File: src/rtl/cfc_pkg.sv
`timescale 1ns/1ps
package cfc_pkg;
  localparam int CNT_W   = 14;
  localparam int SEL_FW  = 4;
  localparam int EN_B    = 0;
  localparam int START_B = 1;
  localparam int SEL_LSB = 2;
  localparam int DONE_B  = 6;
  localparam int PASS_B  = 7;
  localparam int CNT_LSB = 16;
  localparam logic [CNT_W-1:0] CNT_MAX = '1;

  typedef enum logic [1:0] {ST_IDLE, ST_WIN, ST_WAIT, ST_DONE} win_st_e;
endpackage

File: src/rtl/cfc_win_ctrl.sv
`timescale 1ns/1ps
module cfc_win_ctrl import cfc_pkg::*; #(
  parameter int WIN_LEN = 512
) (
  input  logic             clk_i,
  input  logic             rst_ni,
  input  logic             run_i,
  input  logic             tgl_s_i,
  input  logic [CNT_W-1:0] tgt_cnt_i,
  output logic             gate_o,
  output logic             done_o,
  output logic [CNT_W-1:0] cnt_o
);
  localparam int TMR_W = (WIN_LEN > 1) ? $clog2(WIN_LEN) : 1;
  localparam logic [TMR_W-1:0] TMR_LAST = TMR_W'(WIN_LEN - 1);

  win_st_e          st_q;
  logic [TMR_W-1:0] tmr_q;
  logic             gate_q, tgl_d;
  logic [CNT_W-1:0] cnt_q;
  logic             tgl_edge;

  assign tgl_edge = tgl_s_i ^ tgl_d;

  always_ff @(posedge clk_i or negedge rst_ni) begin
    if (!rst_ni) begin
      st_q   <= ST_IDLE;
      tmr_q  <= '0;
      gate_q <= 1'b0;
      tgl_d  <= 1'b0;
      cnt_q  <= '0;
    end else begin
      tgl_d <= tgl_s_i;
      if (!run_i) begin
        st_q   <= ST_IDLE;
        gate_q <= 1'b0;
        cnt_q  <= '0;
      end else begin
        unique case (st_q)
          ST_IDLE: begin
            st_q   <= ST_WIN;
            tmr_q  <= '0;
            gate_q <= 1'b1;
          end
          ST_WIN: begin
            if (tmr_q == TMR_LAST) begin
              st_q   <= ST_WAIT;
              gate_q <= 1'b0;
            end else begin
              tmr_q <= tmr_q + 1'b1;
            end
          end
          ST_WAIT: begin
            if (tgl_edge) begin
              cnt_q <= tgt_cnt_i;
              st_q  <= ST_DONE;
            end
          end
          ST_DONE: ;
          default: st_q <= ST_IDLE;
        endcase
      end
    end
  end

  assign gate_o = gate_q;
  assign done_o = (st_q == ST_DONE);
  assign cnt_o  = cnt_q;

  AST_WIN_LEN: assert property (@(posedge clk_i) disable iff (!rst_ni)
    ($fell(gate_q) && $past(run_i)) |-> ($past(tmr_q) == TMR_LAST));
  AST_IDLE_CLR: assert property (@(posedge clk_i) disable iff (!rst_ni)
    !run_i |=> (cnt_q == '0) && !done_o);
  AST_CNT_HOLD: assert property (@(posedge clk_i) disable iff (!rst_ni)
    (done_o && $past(done_o)) |-> $stable(cnt_q));
endmodule

File: config.mk
export PLATFORM = sky130hd
export DESIGN_NAME = cfc_win_ctrl
export DESIGN_NICKNAME = d
export VERILOG_FILES = /design/src/rtl/cfc_pkg.sv /design/src/rtl/cfc_win_ctrl.sv
export SDC_FILE = /design/constraint.sdc
export NUM_CORES = 1
export LEC_CHECK = 0
export CORE_MARGIN = 1.5
export CORE_UTILIZATION = 50
export DETAILED_ROUTE_END_ITERATION = 7
export DONT_BUFFER_PORTS = 1
export GPL_TIMING_DRIVEN = 0
export PLACE_DENSITY = 0.74
export RECOVER_POWER = 100
export SETUP_SLACK_MARGIN = 0.3
export SYNTH_ARGS = -nofsm -noshare
export SYNTH_HDL_FRONTEND = slang
export SYNTH_SLANG_ARGS = --single-unit
File: constraint.sdc
create_clock -name clk_i -period 4 [get_ports clk_i]
set_clock_uncertainty 0.1 [all_clocks]
set_input_delay 0.8 -clock clk_i [delete_from_list [all_inputs] [get_ports clk_i]]
set_output_delay 0.8 -clock clk_i [all_outputs]
set_load 0.02 [all_outputs]
* After elaboration in Yosys (flattened, before gate mapping) *
Cells that the tools add are included.

word-level totals
  bits in registers = 27
  output and inout bits = 16
  logic and storage cells = 36

operators by class
  add/subtract/negate cells = 1
  eq/ne operators = 11
  multiplexer cells = 12
  bitwise operators = 1
  reductions and logical operators = 6

operator list
  kind                                                   number
  2-to-1 mux 14 bit                                      3
  case mux 9 bit (2 select lines)                        1
  adder 9 x 1 -> 9 bit, second input constant            1
  equality test 9 bit, second input constant             1
  2-to-1 mux 9 bit                                       1
  2-to-1 mux 2 bit                                       3
  inequality test 3 bit, second input constant           2
  case mux 2 bit (3 select lines)                        1
  AND reduction 3 bit                                    2
  equality test 2 bit, second input constant             2
  inequality test 2 x 1 -> 1 bit, second input constant  2
  inequality test 4 x 1 -> 1 bit, second input constant  1
  AND reduction 2 bit                                    2
  inequality test 3 x 1 -> 1 bit, second input constant  1
  equality test 2 x 1 -> 1 bit, second input constant    1
  zero test 2 bit                                        1
  2-to-1 mux 1 bit                                       2
  inequality test 2 bit, second input constant           1
  case mux 1 bit (2 select lines)                        1
  nonzero test 2 bit                                     1
  XOR 1 bit                                              1

* Logic depth before layout (Yosys ltp) *
  depth after elaboration = 4
  mapped depth = 8

* Worst setup path after synthesis *
Ideal clock, no wire load.

  path kind = input -> register
  start = input port run_i
  end = register tmr_q[7]
  setup time = 0.077 ns
  arrival = 1.771 ns
  data required time = 3.823 ns
  setup slack = 2.051 ns
  stages on the path = 4
  buffers on the path = 1
  cells stage by stage = clkbuf_1 o21ai_1 or4_1 a21oi_1

on the way
  word-level cells in the longest chain between the ends = 1

RTL lines
  what                                  RTL line            text
  start: declaration                    cfc_win_ctrl.sv:7   input logic run_i,
  AND reduction 3 bit (no source line)  n/a
  end signal: assignment                cfc_win_ctrl.sv:50  tmr_q <= tmr_q + 1'b1;
  end: declaration                      cfc_win_ctrl.sv:18  logic [TMR_W-1:0] tmr_q;

No other way between the ends.
A chain may end at the register's enable or synchronous reset.

* Worst setup path after layout *
  start = register tmr_q[2]
  end = register tmr_q[7]

on the way
  word-level cells in the longest chain between the ends = 3
  elaborated cells between the ends (all ways) = 6
  those cells by class = add/sub: 1; eq/ne: 2; mux: 2; reduce/logical: 1

RTL lines
  what                                                                    RTL line
  adder 9 x 1 -> 9 bit or equality test 9 bit (tied branches)             cfc_win_ctrl.sv:50, cfc_win_ctrl.sv:46
  2-to-1 mux 9 bit or inequality test 2 bit (tied branches)               n/a
  case mux 9 bit (2 select lines) or AND reduction 3 bit (tied branches)  n/a

Parallel ways exist; a longest one is shown, timed or not. The select of a mux whose other input is x is not followed.

==> impl_metrics.json <==
{
  "post-route-min-period_ns": 2.17,
  "portBuffers": 0,
  "fmax_mhz": 461,
  "pwr-share-seq": 0.533,
  "syn_to_final_growth_pct": 5.02,
  "intPower_mw": 0.434,
  "yosys-top-cells-count": "40 x nand2_1, 27 x dfrtp_1, 16 x nand3_1, 7 x o21ai_0",
  "worst_slew_pin_slew_ns": 0.569,
  "place_congestion": 0.823,
  "fp.dieH_um": 54.4,
  "first_pass_iters": 4,
  "p_leak_nw": 0.682,
  "clockBufferDepth": 2,
  "yosys_warnings": 0,
  "postCtsSetupBuffers": 0,
  "ys_top_cells_by_area": "dfrtp_1 51%, nand2_1 11%, nand3_1 6.1%, ha_1 5.7%, o21ai_0 2.7%",
  "power_density_mw_per_mm2": 521,
  "finalSetupViolCount": 0,
  "worstSetupPathType": "flop to flop",
  "remaining_drc_errors": 0,
  "antenna_found_initial": 0,
  "ioPinCount": 34,
  "synth_area_leader_cell": "dfrtp_1",
  "rsz0062_at_grt": "false",
  "grt_pass1_vias": 904,
  "cts_hold_buf": 0,
  "seq_area_frac_synth": 0.512,
  "grt_max_degree": 28,
  "power_frac_comb": 0.295,
  "cts_tree": "done",
  "min_path_type": "input pin to asynchronous set/reset pin",
  "fin_nets": 174,
  "arrival_ns": 2.35,
  "start_kind": "flop",
  "drive_gt1_frac": 0.0470,
  "cts_root_buf": "clkbuf_4",
  "crit_top_cell": "nand2_1",
  "synthDistinctLibCells": 30,
  "cts_made_buffers": 3,
  "cts_max_level": 1,
  "syn_avg_cell_area_um2": 9.10,
  "placed_cell_area_mm2": 0.00136,
  "slowest_delay_ns": 0.47,
  "syn_inst": 145,
  "yosysTopAreaCellShare": 0.512,
  "status": "complete, no violations",
  "synth.most_common_cell": "nand2_1",
  "swShare": 0.398,
  "fillCellCount": 226,
  "slew_viol_final": 0,
  "grt_use_total": 0.189,
  "num_vias": 1011,
  "diodes": 0,
  "hold_viol": 0,
  "setup-tns-final_ns": 0,
  "rows": 18,
  "ant_nets": 0,
  "drt_iter0_drc": 24,
  "cts.clk_slew.worst_paths_ns": 0.15,
  "path_cells": "and4_1 > nand2_1 > nor2_1 > ha_1 > nand2_1 > nand2_1 > or4_1 > a21oi_1",
  "viasPerCell": 5.65,
  "fp.coreArea_mm2": 0.00248,
  "wl_per_cell_um": 14.5,
  "required_ns": 4.18,
  "fin_area_mm2": 0.00139,
  "worst-path-buf-inv": 0,
  "routed_wl_um": 2590,
  "cp_slowest_cell": "dfrtp_1",
  "grt_pass1_wl_um": 4020,
  "dieArea_mm2": 0.00296,
  "start_util": 0.533,
  "crit_path_max_fanout": 7,
  "ys_seq_elements": 27,
  "p_sw_mw": 0.288,
  "overflow": 0,
  "cts_sinks": 27,
  "post_cts_resized": 0,
  "clk_latency_ns": 0.33,
  "async_flop_share": 1.00,
  "clkPwrFrac": 0.172,
  "hold-worst-slack_ns": 0.0301,
  "hpwl_um": 1920,
  "synth_edf_count": 0,
  "synth-main-ff-cell": "dfrtp_1",
  "syn_nets": 169,
  "relSlewSlack": 0.616,
  "path_delay_family": "simple AND/OR/NAND/NOR gates",
  "min_period_over_period": 0.543,
  "cp-end-kind": "flop",
  "peakVddDrop_mv": 0.314,
  "final_util": 0.560,
  "fp.dieW_um": 54.4,
  "drv_cap": 0,
  "syn_area_mm2": 0.00132
}
cells by family after synthesis:
| kind of cell | after synthesis | share of synthesized area |
|---|---|---|
| AND/OR/NAND/NOR | 72 | 0.247 |
| flip-flops | 27 | 0.512 |
| AO/OA/AOI/OAI | 23 | 0.113 |
| buffers and inverters | 12 | 0.0360 |
| adder cells (fa/ha/maj) | 6 | 0.0569 |
| XOR/XNOR | 3 | 0.0199 |
| multiplexers | 2 | 0.0152 |
final timing paths:
| kind | startpoint | to | slack (ns) | depth (start not counted) |
|---|---|---|---|---|
| hold reg to reg | tmr_q[8]$_DFFE_PN0P_ | tmr_q[8]$_DFFE_PN0P_ | 0.44 | 2 |
| max in group asynchronous | rst_ni | cnt_o[5]$_DFFE_PN0P_ | 3.69 | 0 |
| setup / recovery | tmr_q[2]$_DFFE_PN0P_ | tmr_q[7]$_DFFE_PN0P_ | 1.83 | 8 |
| hold / removal | rst_ni | tmr_q[1]$_DFFE_PN0P_ | 0.03 | 0 |
| setup reg to reg | tmr_q[2]$_DFFE_PN0P_ | tmr_q[7]$_DFFE_PN0P_ | 1.83 | 8 |
| min in group clk_i | tgl_s_i | tgl_d$_DFF_PN0_ | 0.37 | 0 |
layout by cell type, fill, tap and decap left out, types with 2 or more instances in the layout:
cell type  synthesis  final
clkbuf_1           4      5
a21oi_1            3      3
xor2_1             2      2
o21ai_0            7      7
nor2b_1            3      3
a22oi_1            3      3
nand2_1           40     40
nor2_1             4      4
o21a_1             3      3
dfrtp_1           27     27
mux2i_1            2      2
inv_1              6      6
nand3_1           16     16
nand4_1            3      3
clkbuf_4           0      3
ha_1               6      6
power by group through the flow:
stage / Combinational [mW] / Clock, mW / Sequential (mW)
floorplan: 0.170 / 0 / 0.380
finish: 0.213 / 0.124 / 0.385
CTS: 0.215 / 0.125 / 0.386
detailed placement: 0.214 / 0 / 0.392
global placement: 0.198 / 0 / 0.389
global route: 0.245 / 0.137 / 0.393
flip-flops by register name (all words and copies together), names as in the netlist:
name,cells
st_q,2
tmr_q,9
cnt_o,14
tgl_d,1
gate_o,1
stage by stage:
step,worst slack (ns),instances,total power [mW]
after floorplan,2.05,145,0.550
after global placement,1.87,175,0.586
after detailed placement,1.84,175,0.606
after CTS,1.84,179,0.726
after global routing,1.63,179,0.774
final,1.83,179,0.722
worst register-to-register path: stages, from the launching register on:
cell     delay [ns]
dfrtp_1        0.47
and4_1         0.24
nand2_1        0.10
nor2_1         0.07
ha_1           0.26
nand2_1        0.23
nand2_1        0.10
or4_1          0.40
a21oi_1        0.15
cell type report:
cell class / count / area, µm² / share of cell area
flip-flops and latches: 27 / 676 / 0.487
multi-input cells: 106 / 597 / 0.431
well taps: 30 / 37.5 / 0.0271
plain buffers: 6 / 23.8 / 0.0171
clock buffers: 3 / 22.5 / 0.0162
inverters: 6 / 22.5 / 0.0162
clock inverters: 1 / 7.51 / 0.00542
routing by layer:
metal | GRT usage | share of wire | vias to the layer above | wire [µm]
met4 | 0.0625 | 0.012 | 0 | 31
met3 | 0.0464 | 0.052 | 4 | 136
met5 | 0 | 0 | - | 0
met1 | 0.263 | 0.45 | 472 | 1170
li1 | - | - | 503 | -
met2 | 0.289 | 0.48 | 32 | 1250
(Power assumes the default switching activity.)
